**src/rtl/tmr16_pkg.sv**
```systemverilog
package tmr16_pkg;

  localparam int PS_W = 3;

  localparam logic [1:0] A_CTRL = 2'd0;
  localparam logic [1:0] A_CNT  = 2'd1;
  localparam logic [1:0] A_TERM = 2'd2;

  typedef struct packed {
    logic            ext_flag;
    logic            ovf_flag;
    logic            irq_en;
    logic [PS_W-1:0] ps;
    logic            src_pin;
    logic            out_en;
    logic            dir_en;
    logic            ext_en;
    logic            run;
    logic            cap_sel;
  } ctrl_t;

  localparam int CTRL_W = $bits(ctrl_t);

  typedef enum logic [1:0] {
    M_RELOAD,
    M_CAPTURE,
    M_UPDOWN,
    M_CLKOUT
  } mode_e;

  function automatic mode_e decode_mode(input ctrl_t c);
    if (c.out_en && !c.src_pin && !c.cap_sel) return M_CLKOUT;
    if (c.cap_sel)                            return M_CAPTURE;
    if (c.dir_en)                             return M_UPDOWN;
    return M_RELOAD;
  endfunction

endpackage

```
**src/rtl/tmr16_sync.sv**
```systemverilog
module tmr16_sync #(
  parameter int STAGES = 2
) (
  input  logic clk,
  input  logic rst,
  input  logic d,
  output logic q,
  output logic rise,
  output logic fall
);
  logic [STAGES-1:0] chain;
  logic              prev;

  always_ff @(posedge clk) begin
    if (rst) begin
      chain <= '0;
      prev  <= 1'b0;
    end else begin
      chain <= {chain[STAGES-2:0], d};
      prev  <= chain[STAGES-1];
    end
  end

  assign q    = chain[STAGES-1];
  assign rise = chain[STAGES-1] & ~prev;
  assign fall = ~chain[STAGES-1] & prev;
endmodule

```
**src/rtl/tmr16_prescale.sv**
```systemverilog
module tmr16_prescale #(
  parameter int PS_W = 3
) (
  input  logic            clk,
  input  logic            rst,
  input  logic            en,
  input  logic [PS_W-1:0] ps,
  output logic            tick
);
  localparam int PC_W = (1 << PS_W) - 1;

  logic [PC_W-1:0] pc;
  logic [PC_W-1:0] lim;

  always_comb begin
    lim  = (PC_W'(1) << ps) - PC_W'(1);
    tick = en && (pc == lim);
  end

  always_ff @(posedge clk) begin
    if (rst || !en || tick) pc <= '0;
    else                    pc <= pc + 1'b1;
  end
endmodule

```
**src/rtl/tmr16_counter.sv**
```systemverilog
module tmr16_counter #(
  parameter int CNT_W = 16
) (
  input  logic             clk,
  input  logic             rst,
  input  logic             step,
  input  logic             up,
  input  logic [CNT_W-1:0] term,
  input  logic             ld_en,
  input  logic [CNT_W-1:0] ld_val,
  input  logic             clr,
  output logic [CNT_W-1:0] count,
  output logic             wrap
);
  logic at_term;
  logic at_zero;

  always_comb begin
    at_term = (count == term);
    at_zero = (count == '0);
    wrap    = !ld_en && !clr && step && (up ? at_term : at_zero);
  end

  always_ff @(posedge clk) begin
    if (rst)        count <= '0;
    else if (ld_en) count <= ld_val;
    else if (clr)   count <= '0;
    else if (step) begin
      if (up) count <= at_term ? '0 : count + 1'b1;
      else    count <= at_zero ? term : count - 1'b1;
    end
  end
endmodule

```
**src/rtl/tmr16_multimode.sv**
```systemverilog
module tmr16_multimode
  import tmr16_pkg::*;
#(
  parameter int CNT_W       = 16,
  parameter int SYNC_STAGES = 2
) (
  input  logic             clk,
  input  logic             rst,
  input  logic             bus_we,
  input  logic [1:0]       bus_addr,
  input  logic [CNT_W-1:0] bus_wdata,
  output logic [CNT_W-1:0] bus_rdata,
  input  logic             cnt_pin_i,
  output logic             cnt_pin_o,
  output logic             cnt_pin_oe,
  input  logic             evt_pin_i,
  output logic             irq_o
);
  localparam int NPIN = 2;

  ctrl_t            ctrl_q;
  ctrl_t            wr_c;
  mode_e            mode;
  logic [CNT_W-1:0] term_q;
  logic [CNT_W-1:0] count;
  logic             wrap;

  logic [NPIN-1:0] pin_raw, pin_lvl, pin_rise, pin_fall;
  logic cnt_rise, evt_lvl, evt_fall;
  logic presc_tick, step, up_dir;
  logic evt_act, ext_rld, cap_evt, clkout_mode;
  logic wr_ctrl, wr_cnt, wr_term;
  logic ovf_set, ext_set;
  logic pin_o_q, oe_q, irq_q;

  assign pin_raw = {evt_pin_i, cnt_pin_i};

  for (genvar i = 0; i < NPIN; i++) begin : g_sync
    tmr16_sync #(.STAGES(SYNC_STAGES)) u_sync (
      .clk  (clk),
      .rst  (rst),
      .d    (pin_raw[i]),
      .q    (pin_lvl[i]),
      .rise (pin_rise[i]),
      .fall (pin_fall[i])
    );
  end

  always_comb begin
    cnt_rise    = pin_rise[0];
    evt_lvl     = pin_lvl[1];
    evt_fall    = pin_fall[1];
    mode        = decode_mode(ctrl_q);
    clkout_mode = (mode == M_CLKOUT);
    wr_c        = ctrl_t'(bus_wdata[CTRL_W-1:0]);
    wr_ctrl     = bus_we && (bus_addr == A_CTRL);
    wr_cnt      = bus_we && (bus_addr == A_CNT);
    wr_term     = bus_we && (bus_addr == A_TERM);
    step        = ctrl_q.run && (ctrl_q.src_pin ? (cnt_rise && !clkout_mode) : presc_tick);
    up_dir      = (mode != M_UPDOWN) || evt_lvl;
    evt_act     = ctrl_q.ext_en && evt_fall && (mode != M_UPDOWN);
    ext_rld     = evt_act && ((mode == M_RELOAD) || (mode == M_CLKOUT));
    cap_evt     = evt_act && (mode == M_CAPTURE);
    ovf_set     = wrap;
    ext_set     = evt_act;
  end

  tmr16_prescale #(.PS_W(PS_W)) u_presc (
    .clk  (clk),
    .rst  (rst),
    .en   (ctrl_q.run && !ctrl_q.src_pin),
    .ps   (ctrl_q.ps),
    .tick (presc_tick)
  );

  tmr16_counter #(.CNT_W(CNT_W)) u_cnt (
    .clk    (clk),
    .rst    (rst),
    .step   (step),
    .up     (up_dir),
    .term   (term_q),
    .ld_en  (wr_cnt),
    .ld_val (bus_wdata),
    .clr    (ext_rld),
    .count  (count),
    .wrap   (wrap)
  );

  always_ff @(posedge clk) begin
    if (rst) begin
      ctrl_q <= '0;
    end else if (wr_ctrl) begin
      ctrl_q          <= wr_c;
      ctrl_q.ovf_flag <= (ctrl_q.ovf_flag & wr_c.ovf_flag) | ovf_set;
      ctrl_q.ext_flag <= (ctrl_q.ext_flag & wr_c.ext_flag) | ext_set;
    end else begin
      ctrl_q.ovf_flag <= ctrl_q.ovf_flag | ovf_set;
      ctrl_q.ext_flag <= ctrl_q.ext_flag | ext_set;
    end
  end

  always_ff @(posedge clk) begin
    if (rst)          term_q <= '1;
    else if (wr_term) term_q <= bus_wdata;
    else if (cap_evt) term_q <= count;
  end

  always_ff @(posedge clk) begin
    if (rst) begin
      pin_o_q <= 1'b0;
      oe_q    <= 1'b0;
      irq_q   <= 1'b0;
    end else begin
      if (clkout_mode && wrap) pin_o_q <= ~pin_o_q;
      oe_q  <= clkout_mode;
      irq_q <= ctrl_q.irq_en && (ctrl_q.ovf_flag || ctrl_q.ext_flag);
    end
  end

  always_ff @(posedge clk) begin
    if (rst) bus_rdata <= '0;
    else begin
      case (bus_addr)
        A_CTRL:  bus_rdata <= CNT_W'(ctrl_q);
        A_CNT:   bus_rdata <= count;
        A_TERM:  bus_rdata <= term_q;
        default: bus_rdata <= '0;
      endcase
    end
  end

  assign cnt_pin_o  = pin_o_q;
  assign cnt_pin_oe = oe_q;
  assign irq_o      = irq_q;
endmodule

```
**config.mk**
```make
export PLATFORM = sky130hd
export DESIGN_NAME = tmr16_multimode
export DESIGN_NICKNAME = d
export VERILOG_FILES = /design/src/rtl/tmr16_pkg.sv /design/src/rtl/tmr16_sync.sv /design/src/rtl/tmr16_prescale.sv /design/src/rtl/tmr16_counter.sv /design/src/rtl/tmr16_multimode.sv
export SDC_FILE = /design/constraint.sdc
export NUM_CORES = 1
export LEC_CHECK = 0
export BUFFER_PORTS_ARGS = -buffer_cell sky130_fd_sc_hd__buf_4
export CAP_MARGIN = 25
export CORE_MARGIN = 2
export CORE_UTILIZATION = 50
export DETAILED_ROUTE_END_ITERATION = 12
export PLACE_DENSITY = 0.69
export SYNTH_ARGS = -nofsm -noshare
export SYNTH_HDL_FRONTEND = slang
export SYNTH_HIERARCHICAL = 1
export SYNTH_SLANG_ARGS = --single-unit
```
**constraint.sdc**
```tcl
create_clock -name clk -period 3.65 [get_ports clk]
set_clock_uncertainty 0.1 [all_clocks]
set_input_delay 0.5475 -clock clk [delete_from_list [all_inputs] [get_ports clk]]
set_output_delay 0.5475 -clock clk [all_outputs]
set_load 0.01 [all_outputs]
```
==> impl_metrics.csv <==
group,metric,value,unit
outcome,status,"complete, no violations",
floorplanning,die_y,100,µm
routing,ant_nets,0,
floorplanning,dieArea,10000,µm²
min_path,hold_path.class,"input pin to flop",
yosys,syn_area_per_cell,8.113,µm²
power_and_ir_drop,p_per_area,420.8,nW/µm²
setup_path,critPathMaxStageDelay,580,ps
finish,multi_input_area,2773,µm²
clocking,cts_tree,"yes",
placed_design,place_congestion,0.9902,
clocking,cts_made_buffers,9,
finish,final_cell_mix,"84 x nor2_1, 76 x dfxtp_1, 61 x nand2_1, 52 x buf_4, 30 x xnor2_1",
finish,area_growth,11.16,%
clocking,clkSinkCount,76,
floorplanning,die_w,100,µm
sta,drv_slew,0,
finish,utilization,0.5624,
clocking,cts_root_buffer,"clkbuf_8",
routing,vias,4472,
min_path,min_delay_worst_endpoint,"g_sync[0].u_sync/chain[0]",
floorplanning,io_pins,42,
finish,final_common_cell,"nor2_1",
placed_design,port_buffers,41,
setup_path,reg2regPathDepth,12,
min_path,min_path_cells,2,
setup_path,path_cells,"o21ai_0 -> o2bb2ai_1 -> nor4_2 -> and2_1 -> nand2b_1 -> a21boi_0 -> buf_4 -> inv_1 -> nand2_1 -> nor2_1 -> a221oi_1 -> a221oi_2",
clocking,cts_setup_buffers,0,
finish,n_fill_cell,833,
finish,layout-drive-gt1-share,0.1480,
sta,setup_viol,0,
clocking,worstSkewPairLatency,370,ps
sta,rsz0062_at_grt,"no",
power_and_ir_drop,vdd_drop_max,0.0001917,V
floorplanning,core_area,9109,µm²
placed_design,dpl.hpwl,9867,µm
sta,tightest_slew,864.4,ps
global_route,antenna_found_initial,0,
placed_design,pre_cts_slack,631.9,ps
setup_path,cp-end-kind,"flop",
sta,finalHoldViolations,0,
setup_path,critical_path.max_fanout,11,
routing,vias_per_cell,6.398,
routing,wire_per_inst,19.93,µm
power_and_ir_drop,p_leak,2.103,nW
clocking,clk_pin_slew,80,ps
global_route,grt_pass1_wl,21810,µm
clocking,cts_max_level,3,
sta,max_slew_margin,0.4207,
routing,wl,13930,µm
routing,drt_iter0_drc,414,
routing,drt_pass1_iterations,7,
global_route,grt-ovfl-total,0,
sta,layout_setup_ws,488.7,ps
sta,final.setup.tns,0,ps
floorplanning,start_util,0.5059,
sta,fmax,316.3,MHz
global_route,grt_usage,0.2792,
yosys,syn_nets,598,
yosys,syn_area,4608,µm²
job,max-cap-violations,0,
setup_path,arrival,3280,ps
setup_path,slowest_stage,"dfxtp_1",
setup_path,critPathKind,"flop to flop",
finish,diodes,0,
setup_path,r2r-start,"ctrl_q[8]",
setup_path,r2r_slack,490,ps
setup_path,critPathLaunchType,"flop",
global_route,grt_pass1_vias,4138,
setup_path,timing.rr.end,"u_cnt/count[10]",
finish,nets,614,
floorplanning,rows,35,
clocking,postCtsHoldBufs,0,
yosys,ys_warn_count,6,
setup_path,cp.required,3770,ps
clocking,cts_buffer_depth,2,
yosys,synth_cells,568,
clocking,cts_resized,0,
global_route,grt_max_degree,59,
finish,register_area,1521,µm²
min_path,worstHoldStart,"cnt_pin_i",
sta,finalCritPeriodShare,0.8661,
routing,drc_errors,0,
sta,period_minus_slack,3161,ps
## routing by layer
metal  vias up  part of all wire  GRT usage
li1       2055                 -          -
met1      2129              0.43     0.3669
met2       233              0.45     0.4491
met3        55             0.083    0.04735
met4         0             0.037     0.1296
met5         -                 0          0
## sequential cells by signal, indices dropped and copies added (netlist names), 2 cells and up
| register | cells |
|---|---|
| term_q | 16 |
| g_sync.u_sync/prev | 2 |
| bus_rdata | 16 |
| g_sync.u_sync/chain | 4 |
| ctrl_q | 12 |
| u_presc/pc | 7 |
| u_cnt/count | 16 |
## final cells by class
type	instances	share of cell area
inverter	10	0.007328
timing repair buffer	52	0.07621
clock buffer	9	0.02418
tap	111	0.02711
sequential	76	0.2970
multi-input combinational	435	0.5413
clock inverter	6	0.02687
## stage by stage
stage | power (mW) | instances | cell area (µm²) | hold WS [ps]
final | 2.155 | 699 | 5122 | 290.3
after global routing | 2.225 | 699 | 5122 | 304.1
after floorplan | 1.192 | 568 | 4608 | 313.8
after detailed placement | 1.291 | 684 | 4861 | 325.3
after CTS | 2.143 | 699 | 5122 | 289.3
after global placement | 1.285 | 684 | 4861 | 335.2
## worst max path at each step
stage | start | to | slack [ps]
floorplan | ctrl_q[7] | u_cnt/count[10] | 670
global placement | ctrl_q[8] | u_cnt/count[5] | 780
finish | ctrl_q[8] | u_cnt/count[10] | 490
CTS | ctrl_q[7] | u_cnt/count[10] | 600
detailed placement | ctrl_q[8] | u_cnt/count[10] | 630
global route | ctrl_q[8] | u_cnt/count[10] | 310
## worst max-delay path, delay by kind of cell, from the launching register on
| kind | cells | cell delay [ps] |
|---|---|---|
| buffers and inverters | 2 | 340 |
| DFF | 1 | 580 |
| and+or+nand+nor | 5 | 910 |
| AOI/OAI and AO/OA | 5 | 1060 |
## power breakdown
group	leakage (nW)	switching [mW]	total [mW]	internal [mW]
combinational	1.35	0.214	0.371	0.157
sequential	0.620	0.0540	0.914	0.860
clock	0.129	0.349	0.871	0.522
Power figures use the tool's default switching activity.
